$ cat src/rtl/tlb_pkg.sv
package tlb_pkg;

    typedef enum logic [1:0] {
        CMD_IDLE   = 2'd0,
        CMD_LOOKUP = 2'd1,
        CMD_INSERT = 2'd2,
        CMD_FLUSH  = 2'd3
    } tlb_cmd_e;

    localparam int MATCH_LOOKUP = 0;
    localparam int MATCH_EXACT  = 1;
    localparam int MATCH_FLUSH  = 2;

endpackage

$ cat src/rtl/tlb_match.sv
module tlb_match
    import tlb_pkg::*;
#(
    parameter int ENTRIES  = 8,
    parameter int VPN_W    = 27,
    parameter int ASID_W   = 16,
    parameter int SZ_W     = 2,
    parameter int LVL_BITS = 9,
    parameter int MODE     = MATCH_LOOKUP
) (
    input  logic [ENTRIES-1:0]             ent_valid,
    input  logic [ENTRIES-1:0][VPN_W-1:0]  ent_vpn,
    input  logic [ENTRIES-1:0][ASID_W-1:0] ent_asid,
    input  logic [ENTRIES-1:0][SZ_W-1:0]   ent_size,
    input  logic [VPN_W-1:0]               key_vpn,
    input  logic [ASID_W-1:0]              key_asid,
    output logic [ENTRIES-1:0]             match
);

    for (genvar i = 0; i < ENTRIES; i++) begin : g_slot
        logic [VPN_W-1:0] keep;
        logic             vpn_ok;
        logic             asid_ok;

        always_comb keep = {VPN_W{1'b1}} << (int'(ent_size[i]) * LVL_BITS);

        if (MODE == MATCH_EXACT) begin : g_exact
            always_comb begin
                vpn_ok  = (ent_vpn[i] == key_vpn);
                asid_ok = (ent_asid[i] == key_asid);
            end
        end else if (MODE == MATCH_FLUSH) begin : g_flush
            always_comb begin
                vpn_ok  = (key_vpn == '0) || ((ent_vpn[i] & keep) == (key_vpn & keep));
                asid_ok = (key_asid == '0) || (ent_asid[i] == key_asid);
            end
        end else begin : g_look
            always_comb begin
                vpn_ok  = ((ent_vpn[i] & keep) == (key_vpn & keep));
                asid_ok = (ent_asid[i] == key_asid);
            end
        end

        always_comb match[i] = ent_valid[i] && vpn_ok && asid_ok;
    end

endmodule

$ cat src/rtl/tlb_victim.sv
module tlb_victim #(
    parameter int ENTRIES = 8,
    parameter int SEQ_W   = 32,
    localparam int IDX_W  = $clog2(ENTRIES)
) (
    input  logic [ENTRIES-1:0]            valid,
    input  logic [ENTRIES-1:0][SEQ_W-1:0] stamp,
    output logic [IDX_W-1:0]              victim
);

    logic [IDX_W-1:0] free_idx;
    logic [IDX_W-1:0] old_idx;

    always_comb begin
        free_idx = '0;
        for (int i = ENTRIES - 1; i >= 0; i--) begin
            if (!valid[i]) free_idx = IDX_W'(i);
        end
    end

    always_comb begin
        old_idx = '0;
        for (int i = 1; i < ENTRIES; i++) begin
            if (stamp[i] < stamp[old_idx]) old_idx = IDX_W'(i);
        end
    end

    always_comb victim = (&valid) ? old_idx : free_idx;

endmodule

$ cat src/rtl/tlb_stats.sv
module tlb_stats #(
    parameter int CNT_W = 32
) (
    input  logic             clk,
    input  logic             rst,
    input  logic             acc_en,
    input  logic             is_write,
    input  logic             hit,
    output logic [CNT_W-1:0] rd_access,
    output logic [CNT_W-1:0] rd_hit,
    output logic [CNT_W-1:0] rd_miss,
    output logic [CNT_W-1:0] wr_access,
    output logic [CNT_W-1:0] wr_hit,
    output logic [CNT_W-1:0] wr_miss
);

    localparam logic [CNT_W-1:0] ONE = CNT_W'(1);

    always_ff @(posedge clk) begin
        if (rst) begin
            rd_access <= '0;
            rd_hit    <= '0;
            rd_miss   <= '0;
            wr_access <= '0;
            wr_hit    <= '0;
            wr_miss   <= '0;
        end else if (acc_en) begin
            if (is_write) begin
                wr_access <= wr_access + ONE;
                if (hit) wr_hit  <= wr_hit + ONE;
                else     wr_miss <= wr_miss + ONE;
            end else begin
                rd_access <= rd_access + ONE;
                if (hit) rd_hit  <= rd_hit + ONE;
                else     rd_miss <= rd_miss + ONE;
            end
        end
    end


    rd_sum_chk: assert property (@(posedge clk) disable iff (rst)
        rd_access == rd_hit + rd_miss);


    wr_sum_chk: assert property (@(posedge clk) disable iff (rst)
        wr_access == wr_hit + wr_miss);

endmodule

$ cat src/rtl/asid_tlb.sv
module asid_tlb
    import tlb_pkg::*;
#(
    parameter int ENTRIES  = 8,
    parameter int VPN_W    = 27,
    parameter int ASID_W   = 16,
    parameter int PPN_W    = 44,
    parameter int PERM_W   = 8,
    parameter int SZ_W     = 2,
    parameter int LVL_BITS = 9,
    parameter int SEQ_W    = 32,
    parameter int CNT_W    = 32
) (
    input  logic              clk,
    input  logic              rst,
    input  logic              req_valid,
    input  logic              req_write,
    input  logic [VPN_W-1:0]  req_vpn,
    input  logic [ASID_W-1:0] req_asid,
    output logic              rsp_hit,
    output logic [PPN_W-1:0]  rsp_ppn,
    output logic [PERM_W-1:0] rsp_perm,
    output logic [SZ_W-1:0]   rsp_size,
    input  logic              ins_valid,
    input  logic [VPN_W-1:0]  ins_vpn,
    input  logic [ASID_W-1:0] ins_asid,
    input  logic [PPN_W-1:0]  ins_ppn,
    input  logic [PERM_W-1:0] ins_perm,
    input  logic [SZ_W-1:0]   ins_size,
    input  logic              flush_valid,
    input  logic [VPN_W-1:0]  flush_vpn,
    input  logic [ASID_W-1:0] flush_asid,
    output logic [CNT_W-1:0]  rd_access,
    output logic [CNT_W-1:0]  rd_hit,
    output logic [CNT_W-1:0]  rd_miss,
    output logic [CNT_W-1:0]  wr_access,
    output logic [CNT_W-1:0]  wr_hit,
    output logic [CNT_W-1:0]  wr_miss
);

    localparam int IDX_W = $clog2(ENTRIES);

    logic [ENTRIES-1:0]             valid_q;
    logic [SEQ_W-1:0]               seq_q;
    logic [ENTRIES-1:0][VPN_W-1:0]  vpn_q;
    logic [ENTRIES-1:0][ASID_W-1:0] asid_q;
    logic [ENTRIES-1:0][PPN_W-1:0]  ppn_q;
    logic [ENTRIES-1:0][PERM_W-1:0] perm_q;
    logic [ENTRIES-1:0][SZ_W-1:0]   size_q;
    logic [ENTRIES-1:0][SEQ_W-1:0]  stamp_q;

    tlb_cmd_e           cmd;
    logic [ENTRIES-1:0] look_vec, dup_vec, flush_vec;
    logic [IDX_W-1:0]   look_idx, dup_idx, vic_idx;
    logic               look_any, dup_any;
    logic [SEQ_W-1:0]   seq_next;

    function automatic logic [IDX_W-1:0] lowest_set(input logic [ENTRIES-1:0] v);
        logic [IDX_W-1:0] r;
        r = '0;
        for (int i = ENTRIES - 1; i >= 0; i--) begin
            if (v[i]) r = IDX_W'(i);
        end
        return r;
    endfunction

    always_comb begin
        if (flush_valid)    cmd = CMD_FLUSH;
        else if (ins_valid) cmd = CMD_INSERT;
        else if (req_valid) cmd = CMD_LOOKUP;
        else                cmd = CMD_IDLE;
    end

    tlb_match #(.ENTRIES(ENTRIES), .VPN_W(VPN_W), .ASID_W(ASID_W), .SZ_W(SZ_W),
                .LVL_BITS(LVL_BITS), .MODE(MATCH_LOOKUP)) u_look (
        .ent_valid(valid_q), .ent_vpn(vpn_q), .ent_asid(asid_q), .ent_size(size_q),
        .key_vpn(req_vpn), .key_asid(req_asid), .match(look_vec));

    tlb_match #(.ENTRIES(ENTRIES), .VPN_W(VPN_W), .ASID_W(ASID_W), .SZ_W(SZ_W),
                .LVL_BITS(LVL_BITS), .MODE(MATCH_EXACT)) u_dup (
        .ent_valid(valid_q), .ent_vpn(vpn_q), .ent_asid(asid_q), .ent_size(size_q),
        .key_vpn(ins_vpn), .key_asid(ins_asid), .match(dup_vec));

    tlb_match #(.ENTRIES(ENTRIES), .VPN_W(VPN_W), .ASID_W(ASID_W), .SZ_W(SZ_W),
                .LVL_BITS(LVL_BITS), .MODE(MATCH_FLUSH)) u_flush (
        .ent_valid(valid_q), .ent_vpn(vpn_q), .ent_asid(asid_q), .ent_size(size_q),
        .key_vpn(flush_vpn), .key_asid(flush_asid), .match(flush_vec));

    tlb_victim #(.ENTRIES(ENTRIES), .SEQ_W(SEQ_W)) u_victim (
        .valid(valid_q), .stamp(stamp_q), .victim(vic_idx));

    always_comb begin
        look_any = |look_vec;
        dup_any  = |dup_vec;
        look_idx = lowest_set(look_vec);
        dup_idx  = lowest_set(dup_vec);
        seq_next = seq_q + SEQ_W'(1);
    end

    // Output process: lookup response
    always_comb begin
        rsp_hit  = (cmd == CMD_LOOKUP) && look_any;
        rsp_ppn  = rsp_hit ? ppn_q[look_idx]  : '0;
        rsp_perm = rsp_hit ? perm_q[look_idx] : '0;
        rsp_size = rsp_hit ? size_q[look_idx] : '0;
    end

    // State process: valid bits and sequence counter
    always_ff @(posedge clk) begin
        if (rst) begin
            valid_q <= '0;
            seq_q   <= '0;
        end else begin
            unique case (cmd)
                CMD_LOOKUP: if (look_any) seq_q <= seq_next;
                CMD_INSERT: if (!dup_any) begin
                    valid_q[vic_idx] <= 1'b1;
                    seq_q            <= seq_next;
                end
                CMD_FLUSH:  valid_q <= valid_q & ~flush_vec;
                default: ;
            endcase
        end
    end

    // Slot payload and age stamps
    always_ff @(posedge clk) begin
        unique case (cmd)
            CMD_LOOKUP: if (look_any) stamp_q[look_idx] <= seq_next;
            CMD_INSERT: begin
                if (dup_any) begin
                    perm_q[dup_idx] <= ins_perm;
                end else begin
                    vpn_q[vic_idx]   <= ins_vpn;
                    asid_q[vic_idx]  <= ins_asid;
                    ppn_q[vic_idx]   <= ins_ppn;
                    perm_q[vic_idx]  <= ins_perm;
                    size_q[vic_idx]  <= ins_size;
                    stamp_q[vic_idx] <= seq_next;
                end
            end
            default: ;
        endcase
    end

    tlb_stats #(.CNT_W(CNT_W)) u_stats (
        .clk(clk), .rst(rst), .acc_en(cmd == CMD_LOOKUP), .is_write(req_write),
        .hit(look_any), .rd_access(rd_access), .rd_hit(rd_hit), .rd_miss(rd_miss),
        .wr_access(wr_access), .wr_hit(wr_hit), .wr_miss(wr_miss));


    seq_step_chk: assert property (@(posedge clk) disable iff (rst)
        !$past(rst) |-> (seq_q == $past(seq_q)) || (seq_q == $past(seq_q) + SEQ_W'(1)));


    flush_all_chk: assert property (@(posedge clk) disable iff (rst)
        (flush_valid && flush_vpn == '0 && flush_asid == '0) |=> (valid_q == '0));


    fill_grow_chk: assert property (@(posedge clk) disable iff (rst)
        (cmd == CMD_INSERT && !dup_any && !(&valid_q))
        |=> ($countones(valid_q) == $past($countones(valid_q)) + 1));


    dup_keep_chk: assert property (@(posedge clk) disable iff (rst)
        (cmd == CMD_INSERT && dup_any) |=> $stable(valid_q) && $stable(seq_q));


    flush_wins_chk: assert property (@(posedge clk) disable iff (rst)
        flush_valid |=> $stable(seq_q));


    rst_clear_chk: assert property (@(posedge clk)
        $fell(rst) |-> (valid_q == '0) && (seq_q == '0));

endmodule

$ cat config.mk
export PLATFORM = sky130hd
export DESIGN_NAME = asid_tlb
export DESIGN_NICKNAME = d
export VERILOG_FILES = /design/src/rtl/tlb_pkg.sv /design/src/rtl/tlb_match.sv /design/src/rtl/tlb_victim.sv /design/src/rtl/tlb_stats.sv /design/src/rtl/asid_tlb.sv
export SDC_FILE = /design/constraint.sdc
export NUM_CORES = 2
export LEC_CHECK = 0
export BUFFER_PORTS_ARGS = -buffer_cell sky130_fd_sc_hd__buf_2
export CAP_MARGIN = 20
export CORE_MARGIN = 4
export CORE_UTILIZATION = 25
export CTS_CLUSTER_SIZE = 28
export DETAILED_ROUTE_END_ITERATION = 10
export HOLD_SLACK_MARGIN = 0.06
export PLACE_DENSITY = 0.47
export SYNTH_ARGS = -nofsm -noshare
export SYNTH_HDL_FRONTEND = slang
export SYNTH_HIERARCHICAL = 1
export SYNTH_SLANG_ARGS = --single-unit
$ cat constraint.sdc
create_clock -name clk -period 36.9 [get_ports clk]
set_input_delay 9.225 -clock clk [delete_from_list [all_inputs] [get_ports clk]]
set_output_delay 9.225 -clock clk [all_outputs]
set_load 0.03 [all_outputs]
==> out/summary.txt <==
ys flop type = edfxtp_1
Tcrit/Tclk final = 0.736
die area = 290,000 um2
initial antenna violation count = 39
Leak Pwr = 27.5 nW
Tightest Hold Check Type = reg2reg
crit path time final = 27.16 ns
highest clock rate = 0.0368 GHz
Max Slew Vio Count = 0
Max VDD drop = 0.0344 mV
final wirelength = 296 mm
status = finished, final reports clean
Post-synth EDFFs = 1,032
cells after synthesis = 6,299
global-route wire length before repair = 413 mm
max_cap viols = 0
share of flip-flops with an asynchronous set or reset = 0
detail-routed via count per cell = 5.28
via count = 55.3k
largest stage delay on the critical path = 0.91 ns
worst skew pair latency = 0.84 ns
setup bufs post-CTS = 0
Worst path slowest cell = nor2_4
switching power total = 835 uW
Buffers on Ports = 435
Mapped Nets = 6,712
Initial Util = 0.252
CTS Buffer Depth = 4
CTS tree = built
Final Hold Viols = 0
residual DRC count = 0
hold path depth = 2
number of DRC markers in iteration 0 = 5,755
RSZ-0062 raised after global routing = no
post-synth top area share = 0.440
Mean Syn Cell Area = 11.2 um2
RR Endpoint = ppn_q[171]
post-synthesis sequential area ratio = 0.506
nets = 7,026
worst rel slew slack = 0.129
Yosys Warn Count = 6
Worst Tran Pin Value = 1.29 ns
DRT antenna net count = 0
most common cell in the netlist = edfxtp_1
post_cts resized = 0
Startpoint Class = register
First-pass DRT Iterations = 6
share of cells above drive strength 1 = 0.141
total CTS buffers = 162
Critical Path Source = stamp_q[17]
most frequent CP cell = a21o_1
GRT Residual Overflow = 0
Hold Buf Count CTS = 0
Final GP Congestion = 0.961
register-to-register setup slack = 9.74 ns
synth cell count leaders = edfxtp_1, xor2_1, nor2_1
Die W = 539 um
CTS Sinks = 1,264
vias in the first global route = 53.2k
CTS root buf = clkbuf_16
Core Box Area = 280,000 um2
post-DP HPWL = 208 mm
clock share of power = 0.472
number of top-level pins = 436
register bit count reported by yosys = 1,264
Internal = 2.57 mW
Worst Path Required = 37.33 ns
WL per Instance = 28.2 um
DIE HEIGHT = 539 um
# rows = 194
Netlist cell types = 113
crit path max fanout = 62
Synth area leader = edfxtp_1
setup violators final = 0
TNS Setup = 0 ns
critical path class = reg2reg
Mapped Area = 70,400 um2
power share of the combinational group = 0.072
CTS clk-pin slew, worst paths = 0.06 ns
hold path start = u_stats/rd_miss[27]
H-tree Lvls = 4
main area contributors after synthesis = edfxtp_1, xor2_1, dfxtp_1, xnor2_1, ha_1
WHS = 0.489 ns
P&R area growth vs syn = 16.2%
Flop pwr share = 0.456
Worst R2R Start = stamp_q[17]
total global-route track usage = 0.194
Setup crit end kind = register
Power Density = 41.7 nW/um2
Max Clock Skew = 0.0845 ns
Worst Hold End = u_stats/rd_miss[27]
fillers = 28.8k
switching share of power = 0.245
largest net degree at the start of global routing = 130
R2R depth = 85
Arr. time, crit path = 27.59 ns
registers in the layout, summed over array words and instances, names as in the netlist:
register           flops
u_stats/rd_access     32
stamp_q              256
perm_q                64
valid_q                8
u_stats/wr_miss       32
size_q                16
ppn_q                352
u_stats/rd_miss       32
seq_q                 32
u_stats/rd_hit        32
u_stats/wr_hit        32
asid_q               128
vpn_q                216
u_stats/wr_access     32
cells in the final DEF, fill, tap and decap left out, types with 185 or more instances in the layout:
master / Yosys / routed
edfxtp_1: 1032 / 1032
xnor2_1: 505 / 500
xor2_1: 626 / 622
ha_1: 224 / 224
a21oi_1: 232 / 229
dfxtp_1: 232 / 232
nand4_1: 217 / 217
nand2_1: 280 / 279
buf_2: 109 / 435
nor4_1: 188 / 185
nor2_1: 539 / 523
cell families after synthesis:
kind of cell               count (synthesis)  synth area share
AOI/OAI and AO/OA                       1161             0.119
muxes                                     96            0.0142
xor gates and xnor gates                1134             0.141
buffers and inverters                    495            0.0338
and+or+nand+nor                         1925             0.146
DFF                                     1264             0.506
adders and majority gates                224            0.0398
routing by layer:
layer  track usage  up-vias  wire (um)
li1              -    24300          -
met1         0.263    27900     128000
met2         0.306     2505     133000
met3        0.0339      546      21200
met4        0.0764       28      13000
met5             0        -        157
worst max path at each step:
| stage | end | slack (ns) | cells after the start |
|---|---|---|---|
| after floorplan | asid_q[16] | 10.56 | 94 |
| after global placement | vpn_q[91] | 10.71 | 87 |
| after detailed placement | ppn_q[147] | 10.23 | 87 |
| after CTS | vpn_q[90] | 10.09 | 87 |
| after global routing | ppn_q[168] | 8.42 | 87 |
| final | ppn_q[171] | 9.74 | 85 |
power groups by stage:
| stage | combinational (mW) | clock, mW | sequential (mW) |
|---|---|---|---|
| floorplan | 0.143 | 0 | 1.58 |
| global placement | 0.239 | 0 | 1.58 |
| detailed placement | 0.240 | 0 | 1.58 |
| CTS | 0.241 | 1.65 | 1.55 |
| global route | 0.256 | 1.71 | 1.55 |
| finish | 0.246 | 1.61 | 1.56 |
per-stage QoR:
stage                     setup WS (ns)  utilization  area (um2)  total power, mW  std cells
after floorplan                   10.56            -       70400             1.73       6299
after global placement            10.71        0.273       76400             1.82      10200
after detailed placement          10.23        0.273       76500             1.82      10200
after CTS                         10.09        0.292       81800             3.44      10500
after global routing               8.42        0.292       81800             3.52      10500
final                              9.74        0.292       81800             3.41      10500
final cells by class:
type                            count  area, um2  area share
Clock inverter                     73        797     0.00974
Inverter                          101        379     0.00463
Tap cell                         3724       4660      0.0569
Timing Repair Buffer              544       3010      0.0367
Clock buffer                      217       4490      0.0549
Antenna cell                       13       32.5    0.000398
Sequential cell                  1264      35600       0.435
Multi-Input combinational cell   4540      32800       0.401
critical path, delay by kind of cell (launching register included):
family	cells	cell delay, ns
AO/OA/AOI/OAI	48	12.58
AND/OR/NAND/NOR	19	6.65
buffers and inverters	9	4.21
adder cells (fa/ha/maj)	7	2.17
multiplexers	2	0.44
flip-flops	1	0.42
No activity file was read; power rests on OpenSTA's default activity.
